**config.mk**
```make
export PLATFORM = sky130hd
export DESIGN_NAME = opalu_acc
export DESIGN_NICKNAME = d
export VERILOG_FILES = /design/src/rtl/opalu_pkg.sv /design/src/rtl/opalu_core.sv /design/src/rtl/opalu_rise_reg.sv /design/src/rtl/opalu_fall_reg.sv /design/src/rtl/opalu_acc.sv
export SDC_FILE = /design/constraint.sdc
export NUM_CORES = 1
export LEC_CHECK = 0
export ABC_AREA = 0
export BUFFER_PORTS_ARGS = -buffer_cell sky130_fd_sc_hd__buf_2
export CAP_MARGIN = 10
export CELL_PAD_IN_SITES_DETAIL_PLACEMENT = 0
export CELL_PAD_IN_SITES_GLOBAL_PLACEMENT = 1
export CORE_MARGIN = 10
export CORE_UTILIZATION = 47
export DETAILED_ROUTE_END_ITERATION = 8
export HOLD_SLACK_MARGIN = 0.12
export PLACE_DENSITY = 0.95
export SYNTH_ARGS = -nofsm -noshare
export SYNTH_HDL_FRONTEND = slang
export SYNTH_SLANG_ARGS = --single-unit
```
**constraint.sdc**
```tcl
create_clock -name exec_clk -period 6.67 [get_ports exec_clk]
set_input_delay 1.0005 -clock exec_clk [delete_from_list [all_inputs] [get_ports exec_clk]]
set_output_delay 1.0005 -clock exec_clk [all_outputs]
set_load 0.005 [all_outputs]
```
**src/rtl/opalu_pkg.sv**
```systemverilog
package opalu_pkg;

  localparam int OPC_W = 4;

  typedef enum logic [OPC_W-1:0] {
    OPC_ADD   = 4'b0000,
    OPC_SUB   = 4'b0001,
    OPC_INC   = 4'b0010,
    OPC_DEC   = 4'b0011,
    OPC_AND   = 4'b0100,
    OPC_OR    = 4'b0101,
    OPC_XOR   = 4'b0110,
    OPC_NOT   = 4'b0111,
    OPC_SHL   = 4'b1000,
    OPC_SHR   = 4'b1001
  } opc_e;

  // Operation classes brought out for observation.
  typedef enum logic [2:0] {
    CLS_ARITH = 3'd0,
    CLS_LOGIC = 3'd1,
    CLS_SHIFT = 3'd2,
    CLS_PASS  = 3'd3
  } opc_class_e;

  function automatic opc_class_e classify(input logic [OPC_W-1:0] op);
    if (op <= OPC_DEC)      classify = CLS_ARITH;
    else if (op <= OPC_NOT) classify = CLS_LOGIC;
    else if (op <= OPC_SHR) classify = CLS_SHIFT;
    else                    classify = CLS_PASS;
  endfunction

endpackage

```
**src/rtl/opalu_core.sv**
```systemverilog
module opalu_core
  import opalu_pkg::*;
#(
  parameter int W = 32
) (
  input  logic [OPC_W-1:0] opcode,
  input  logic [W-1:0]     acc_in,
  input  logic [W-1:0]     data_in,
  output logic [W-1:0]     result,
  output opc_class_e       op_class
);

  localparam logic [W-1:0] ONE = W'(1);

  function automatic logic [W-1:0] f_arith(input logic [OPC_W-1:0] op,
                                           input logic [W-1:0] a,
                                           input logic [W-1:0] d);
    logic [W-1:0] lhs, rhs;
    logic         sub;
    lhs = (op == OPC_ADD || op == OPC_SUB) ? a : d;
    rhs = (op == OPC_ADD || op == OPC_SUB) ? d : ONE;
    sub = (op == OPC_SUB || op == OPC_DEC);
    f_arith = sub ? (lhs - rhs) : (lhs + rhs);
  endfunction

  function automatic logic [W-1:0] f_logic(input logic [OPC_W-1:0] op,
                                           input logic [W-1:0] a,
                                           input logic [W-1:0] d);
    unique case (op)
      OPC_AND: f_logic = a & d;
      OPC_OR:  f_logic = a | d;
      OPC_XOR: f_logic = a ^ d;
      default: f_logic = ~d;
    endcase
  endfunction

  function automatic logic [W-1:0] f_shift(input logic [OPC_W-1:0] op,
                                           input logic [W-1:0] d);
    f_shift = (op == OPC_SHL) ? {d[W-2:0], 1'b0} : {1'b0, d[W-1:1]};
  endfunction

  logic [W-1:0] arith_r, logic_r, shift_r;

  always_comb begin
    op_class = classify(opcode);
    arith_r  = f_arith(opcode, acc_in, data_in);
    logic_r  = f_logic(opcode, acc_in, data_in);
    shift_r  = f_shift(opcode, data_in);
    unique case (op_class)
      CLS_ARITH: result = arith_r;
      CLS_LOGIC: result = logic_r;
      CLS_SHIFT: result = shift_r;
      default:   result = acc_in;
    endcase
  end

endmodule

```
**src/rtl/opalu_rise_reg.sv**
```systemverilog
module opalu_rise_reg #(
  parameter int W = 32
) (
  input  logic         clk,
  input  logic         rst_n,
  input  logic [W-1:0] d,
  output logic [W-1:0] q
);

  always_ff @(posedge clk or negedge rst_n) begin
    if (!rst_n) q <= '0;
    else        q <= d;
  end

endmodule

```
**src/rtl/opalu_fall_reg.sv**
```systemverilog
module opalu_fall_reg #(
  parameter int W = 32
) (
  input  logic         clk,
  input  logic         rst_n,
  input  logic         en,
  input  logic [W-1:0] d,
  output logic [W-1:0] q
);

  always_ff @(negedge clk or negedge rst_n) begin
    if (!rst_n)  q <= '0;
    else if (en) q <= d;
  end

endmodule

```
**src/rtl/opalu_acc.sv**
```systemverilog
module opalu_acc
  import opalu_pkg::*;
#(
  parameter int W = 32
) (
  input  logic             exec_clk,
  input  logic             rst_n,
  input  logic             acc_load,
  input  logic [OPC_W-1:0] opcode,
  input  logic [W-1:0]     operand,
  output logic [W-1:0]     alu_out,
  output logic [W-1:0]     acc_out
);

  // Named internal events for observation.
  logic [W-1:0] alu_next;
  logic [W-1:0] acc_fb;
  opc_class_e   cur_class;

  assign acc_fb = acc_out;

  opalu_core #(.W(W)) u_core (
    .opcode   (opcode),
    .acc_in   (acc_fb),
    .data_in  (operand),
    .result   (alu_next),
    .op_class (cur_class)
  );

  opalu_rise_reg #(.W(W)) u_alu_reg (
    .clk   (exec_clk),
    .rst_n (rst_n),
    .d     (alu_next),
    .q     (alu_out)
  );

  opalu_fall_reg #(.W(W)) u_acc_reg (
    .clk   (exec_clk),
    .rst_n (rst_n),
    .en    (acc_load),
    .d     (alu_out),
    .q     (acc_out)
  );

endmodule

```
# Word-level counts from Yosys, hierarchy flattened
# Index checks and enable logic that the tools add are counted.
# classes
add_sub_neg,2
muxes,9
n_eq_ne,8
bitwise_logic,4
order_cmp,3
n_reduce_logical,4
# op_table
cell,count
case mux 32 bit (3 select lines),2
two-way mux 32 bit,4
adder 32 bit,1
bitwise AND 32 bit,1
inverter 32 bit,1
OR 32 bit,1
subtractor 32 bit,1
XOR 32 bit,1
== test 4 x 3 -> 1 bit (second input constant),3
two-way mux 3 bit,2
== test 4 x 1 -> 1 bit (second input constant),1
== test 4 x 2 -> 1 bit (second input constant),1
== test 4 bit (second input constant),1
<= comparator 4 x 2 -> 1 bit (second input constant),1
<= comparator 4 x 3 -> 1 bit (second input constant),1
<= comparator 4 bit (second input constant),1
zero test 4 bit,1
== test 3 x 1 -> 1 bit (second input constant),1
== test 3 x 2 -> 1 bit (second input constant),1
zero test 3 bit,1
logical OR 1 bit,2
two-way mux 1 bit,1
# word_totals
input_bits,39
regBits,64
out_inout_bits,64
elab_cells,32

# Logic depth before layout (Yosys ltp)
# Gate-level depths: netlist of run 1.
# depth
word_depth,6
mapped_depth,24
mapped_depth_nobuf,20

# Hierarchy
# A second synthesis of run 1 with hierarchy kept.
# unflattened
hier_cells,1018
area_unflattened_um2,8161.6
# by_module_without_submodules
mod,cells_per_inst,n_inst,seq_area_each_um2,area_per_inst_um2
opalu_core,918,1,0.0,6015.8
opalu_fall_reg,68,1,800.8,1345.0
opalu_rise_reg,32,1,800.8,800.8

==> impl_metrics.yaml, run 1 <==
clock_tree:
  cts_buffer_depth: 2
  cts_sinks: 64
  htreeDepth: 3
  cts_tree: "yes"
  clkSlewWorstSetupHoldPaths_ns: 0.05
  cts_buffers: 9
  cts_setup_buffers: 0
  cts-root-buf: "clkbuf_16"
  insertion_delay_ns: 0.35
logic_synthesis:
  post-synth-top-count-cell: "nand2_1"
  synth_xor_area_share_pct: 4.30
  ys_warn_count: 0
  synth.avg_cell_area_sq_um: 7.25
  synth_nets: 1176
  netlist_area_sq_mm: 0.00754
  synth_top_cell_area_share_pct: 15.9
  ys_seq_area_share_pct: 21.2
  ys.flop_type: "dfrtp_1"
  synth-adder-area-share_pct: 16.2
  synth_commonest_cells: "nand2_1, o21ai_0, nor2_1"
  synth_edf_count: 0
  synth_top_area_cell: "ha_1"
  synth_top_family_by_area: "compound AO/OA/AOI/OAI gates"
  synthCells: 1040
  synthMuxAreaShare_pct: 1.87
  yosys.area_share.simple_pct: 18.9
  synth_compound_area_share_pct: 30.5
  synth_cell_types: 67
  synth_seq_cells: 64
  synth_area_leaders: "ha_1, dfrtn_1, dfrtp_1"
  synthArstFlopShare_pct: 100
route:
  wl_met3_mm: 1.72
  drt-initial-drc-count: 774
  num_vias: 8089
  wl_met1_mm: 10.9
  routed.top_layer: "met4"
  wire_per_inst_um: 19.0
  drc_errors: 0
  dr_wl_met2_mm: 11.9
  drt_wl_total_mm: 25.4
  vias_per_cell: 6.07
  first_pass_iters: 5
  ant_nets: 0
global_routing:
  grt_pass1_vias: 8029
  grt_max_degree: 37
  grt_overflow: 0
  antenna_found_initial: 0
  grt_first_pass_wirelength_mm: 42.0
  track_usage_pct: 23.4
critical_path:
  cp-start-kind: "register"
  regToRegStartpoint: "u_acc_reg.q[3]$_DFFE_NN0P_"
  cp.arrival_ns: 6.63
  endpoint_kind: "register"
  rr_worst_depth: 12
  r2r_slack_ns: 0.25
  cp_max_fo: 5
  rr_endpoint: "u_alu_reg.q[24]$_DFF_PN0_"
  critPathKind: "reg2reg"
  critical_path_required_ns: 6.88
place:
  dp_cells: 1317
  place_ws_ns: 0.271
  io_buffers: 102
  place_area_sq_mm: 0.00828
  hpwl_mm: 18.8
  gp_congestion: 0.947
final_layout:
  multi_input_area_sq_mm: 0.00542
  area.growth.synth_to_final_pct: 13.3
  num_antenna_cells: 0
  seqCellArea_sq_mm: 0.00160
  final_cell_area_sq_mm: 0.00855
  fill_cells: 1558
  post-route-util_pct: 54.0
  layout.cells.non_filler: 1333
  drive_above_1_share_pct: 13.7
  finalNetCount: 1248
floorplan:
  start_util_pct: 47.7
  std_cell_rows: 46
  dieWidth_um: 147
  core_sq_mm: 0.0158
  fp.dieH_um: 147
  die_area_sq_mm: 0.0215
  ios: 103
timing:
  slew_violations: 0
  setup_violations: 0
  tightest_slew_ns: 1.15
  finalSetupTns_ns: 0
  skew_ns: 0.0105
  setup_slack_ns: 0.253
  hold_violations: 0
  slew_headroom_pct: 23.0
  hold_ws_ns: 0.593
  rsz0062_at_grt: "no"
power:
  p_per_area_mw_per_mm2: 185
  p_total_mw: 1.58
  ir_drop_mv: 0.126
  p_leak_nw: 4.08
hold_path:
  holdCritPathClass: "reg2reg"
  worstHoldStart: "u_acc_reg.q[13]$_DFFE_NN0P_"
  whs_path_depth: 2
  holdPathEnd: "u_acc_reg.q[13]$_DFFE_NN0P_"
flow_run:
  drv_cap: 0
status:
  status: "finished clean"
==> worst max-delay path by stage <==
| stage | depth (start not counted) | slack, ns | endpoint | from |
|---|---|---|---|---|
| 2_1_floorplan | 12 | 0.56 | u_alu_reg.q[29]$_DFF_PN0_ | u_acc_reg.q[4]$_DFFE_NN0P_ |
| 3_3_place_gp | 12 | 0.31 | u_alu_reg.q[30]$_DFF_PN0_ | u_acc_reg.q[3]$_DFFE_NN0P_ |
| 3_5_place_dp | 12 | 0.27 | u_alu_reg.q[29]$_DFF_PN0_ | u_acc_reg.q[6]$_DFFE_NN0P_ |
| 4_1_cts | 12 | 0.26 | u_alu_reg.q[29]$_DFF_PN0_ | u_acc_reg.q[6]$_DFFE_NN0P_ |
| 5_1_grt | 12 | 0.003 | u_alu_reg.q[29]$_DFF_PN0_ | u_acc_reg.q[4]$_DFFE_NN0P_ |
| 6_report | 12 | 0.25 | u_alu_reg.q[24]$_DFF_PN0_ | u_acc_reg.q[3]$_DFFE_NN0P_ |
==> cell usage in the layout (no fill, tap or decap), types with 14 or more instances in the layout <==
master	count
a21o_1	14
a21oi_1	74
a221oi_1	23
a31oi_1	31
buf_2	102
buf_4	22
dfrtn_1	32
dfrtp_1	32
ha_1	96
inv_1	72
nand2_1	137
nand3_1	18
nor2_1	106
o211ai_1	27
o21ai_0	120
xnor2_1	23
xor2_1	14
==> where the power goes <==
group          total, mW  switching, mW  internal (mW)
sequential         0.502         0.0485          0.453
combinational      0.635          0.386          0.249
clock              0.444          0.182          0.262
==> logic make-up (layout without fill, tap and decap cells) <==
kind of cell	count (synthesis)	after routing
xor+xnor	37	37
buf+inv	138	215
compound gates	365	365
simple gates	325	325
mux	14	14
fa+ha+maj	97	97
flops	64	64
==> routing by layer <==
| layer | global-route usage [%] | vias to the layer above |
|---|---|---|
| li1 | - | 3885 |
| met1 | 29.6 | 3821 |
| met2 | 38.0 | 326 |
| met3 | 3.72 | 57 |
| met4 | 11.4 | 0 |
| met5 | 0 | - |
==> worst max-delay path, cell delays in order (launching register included) <==
cell	delay (ns)
dfrtn_1	0.45
inv_1	0.09
o21ai_0	0.18
ha_1	0.31
o211ai_1	0.19
a21oi_1	0.08
o41a_1	0.46
o21bai_1	0.23
nand2_1	0.13
a221o_1	0.36
a21oi_1	0.17
xor2_1	0.19
o21ai_0	0.10
==> flip-flops by register name (all words and copies together), names as in the netlist <==
register	flops
u_alu_reg.q	32
u_acc_reg.q	32
==> cell type report <==
class | count | share of cell area (%)
flip-flops and latches | 64 | 18.7
repair buffers | 126 | 8.37
well taps | 216 | 3.16
clock inverters | 1 | 0.0586
inverters | 73 | 3.21
clock buffers | 15 | 3.02
multi-input cells | 838 | 63.4
==> timing repair <==
| action | in CTS | in global routing |
|---|---|---|
| gates resized for setup | 0 | 2 |
| endpoints found under the setup margin | 0 | 2 |
| hold buffers | 0 | 0 |
Note: power is estimated with default switching activity, not from simulation.
==> run 2, diff against run 1 <==
--- a/config.mk
+++ b/config.mk
@@ -14,6 +14,7 @@
 export CORE_UTILIZATION = 47
 export DETAILED_ROUTE_END_ITERATION = 8
 export HOLD_SLACK_MARGIN = 0.12
+export MAX_ROUTING_LAYER = met4
 export PLACE_DENSITY = 0.95
 export SYNTH_ARGS = -nofsm -noshare
 export SYNTH_HDL_FRONTEND = slang
==> constraint.sdc (replaced) <==
create_clock -name exec_clk -period 8.1 [get_ports exec_clk]
set_input_delay 1.215 -clock exec_clk [delete_from_list [all_inputs] [get_ports exec_clk]]
set_output_delay 1.215 -clock exec_clk [all_outputs]
set_load 0.005 [all_outputs]
==> impl_metrics.yaml, run 2 (same netlist as run 1, synthesis figures left out) <==
clock_tree:
  clkSlewWorstSetupHoldPaths_ns: 0.06
  cts_buffer_depth: 2
  cts_hold_buf: 0
  cts-root-buf: "clkbuf_16"
  cts_buffers: 9
  cts_sinks: 64
  htreeDepth: 3
  cts_setup_buffers: 0
  insertion_delay_ns: 0.35
  cts_tree: "yes"
  ctsResizeCount: 0
final_layout:
  top_regs: "u_acc_reg.q x32, u_alu_reg.q x32"
  drive_above_1_share_pct: 13.1
  area.growth.synth_to_final_pct: 12.5
  finalNetCount: 1239
  fill_cells: 1600
  layout_common_cells: "nand2_1, o21ai_0, nor2_1"
  mostFrequentLayoutCell: "nand2_1"
  num_antenna_cells: 0
  post-route-util_pct: 53.6
  final_cell_area_sq_mm: 0.00849
status:
  status: "finished clean"
critical_path:
  critical_path_required_ns: 8.31
  endpoint_kind: "register"
  cp.arrival_ns: 7.39
  cp-start-kind: "register"
  critPathKind: "reg2reg"
  cp_max_fo: 4
hold_path:
  holdCritPathClass: "reg2reg"
route:
  ant_nets: 0
  wire_per_inst_um: 19.5
  drt-initial-drc-count: 806
  drt_wl_total_mm: 25.8
  drc_errors: 0
  num_vias: 8140
  vias_per_cell: 6.15
  first_pass_iters: 5
power:
  ir_drop_mv: 0.105
  power_frac_comb_pct: 39.3
  switching_share_pct: 38.7
  pwr-share-seq_pct: 31.1
  internal_power_mw: 0.818
  p_leak_nw: 4.05
  p_total_mw: 1.33
  pwr-share-clk_pct: 29.5
  power_switching_mw: 0.516
  p_per_area_mw_per_mm2: 157
floorplan:
  fp.dieH_um: 147
  ios: 103
  std_cell_rows: 46
  start_util_pct: 47.7
  dieWidth_um: 147
  die_area_sq_mm: 0.0215
  core_sq_mm: 0.0158
timing:
  tightest_slew_ns: 1.04
  hold_violations: 0
  finalSetupTns_ns: 0
  slew_headroom_pct: 30.8
  rsz0062_at_grt: "no"
  skew_ns: 0.0129
  setup_violations: 0
  slew_violations: 0
place:
  place_area_sq_mm: 0.00820
  io_buffers: 102
  hpwl_mm: 18.6
  gp_congestion: 1.01
global_routing:
  grt_overflow: 0
  grt_pass1_vias: 7915
  track_usage_pct: 23.9
  grt_max_degree: 65
  grt_first_pass_wirelength_mm: 41.7
  antenna_found_initial: 0
flow_run:
  drv_cap: 0
==> run 2: power groups by stage <==
stage	logic (mW)	clock network, mW	registers, mW
floorplan	0.329	0	0.418
global placement	0.514	0	0.417
detailed placement	0.517	0	0.419
CTS	0.522	0.400	0.414
global route	0.588	0.412	0.422
finish	0.524	0.394	0.415
==> run 2: area by class of cell <==
cell class | instances | area, sq um | share of cell area (%)
inverter | 73 | 274 | 3.23
timing repair buffer | 117 | 636 | 7.49
clock buffer | 16 | 292 | 3.43
multi-input combinational | 838 | 5420 | 63.8
tap | 216 | 270 | 3.18
sequential | 64 | 1600 | 18.9
==> run 2: worst max-delay path, cell delays in order, from the launching register on <==
cell and delay (ns):
dfrtn_1 0.44, inv_1 0.08, o21ai_0 0.22, ha_1 0.31, a21oi_1 0.21, nor2b_1 0.19
a21boi_2 0.11, a2111oi_2 0.41, nor2_1 0.15, a31o_2 0.28, a311oi_1 0.32, or4_1 0.17
nand3_1 0.07
==> run 2: per-layer routing <==
metal	up-vias	part of all wire, %	track usage, %
li1	3852	-	-
met1	3887	44	30.2
met2	350	47	38.1
met3	51	6.7	2.98
met4	0	2.5	9.26
met5	-	0	-
==> run 2: worst paths after layout <==
| check | end | cells after the start | start | slack, ns |
|---|---|---|---|---|
| max | u_alu_reg.q[29]$_DFF_PN0_ | 12 | u_acc_reg.q[4]$_DFFE_NN0P_ | 0.92 |
| min | u_acc_reg.q[18]$_DFFE_NN0P_ | 2 | u_acc_reg.q[18]$_DFFE_NN0P_ | 0.59 |
| max reg2reg | u_alu_reg.q[29]$_DFF_PN0_ | 12 | u_acc_reg.q[4]$_DFFE_NN0P_ | 0.92 |
| min reg2reg | u_acc_reg.q[18]$_DFFE_NN0P_ | 2 | u_acc_reg.q[18]$_DFFE_NN0P_ | 0.59 |
| max in group asynchronous | u_acc_reg.q[10]$_DFFE_NN0P_ | 2 | rst_n | 2.92 |
| min in group asynchronous | u_alu_reg.q[2]$_DFF_PN0_ | 2 | rst_n | 0.89 |
==> run 2: per-stage QoR <==
stage,instances,setup slack (ns),hold WS [ns]
finish,1324,0.922,0.589
floorplan,1040,1.28,0.569
global route,1324,0.632,0.638
CTS,1324,0.971,0.588
global placement,1308,1.08,0.576
detailed placement,1308,0.985,0.585
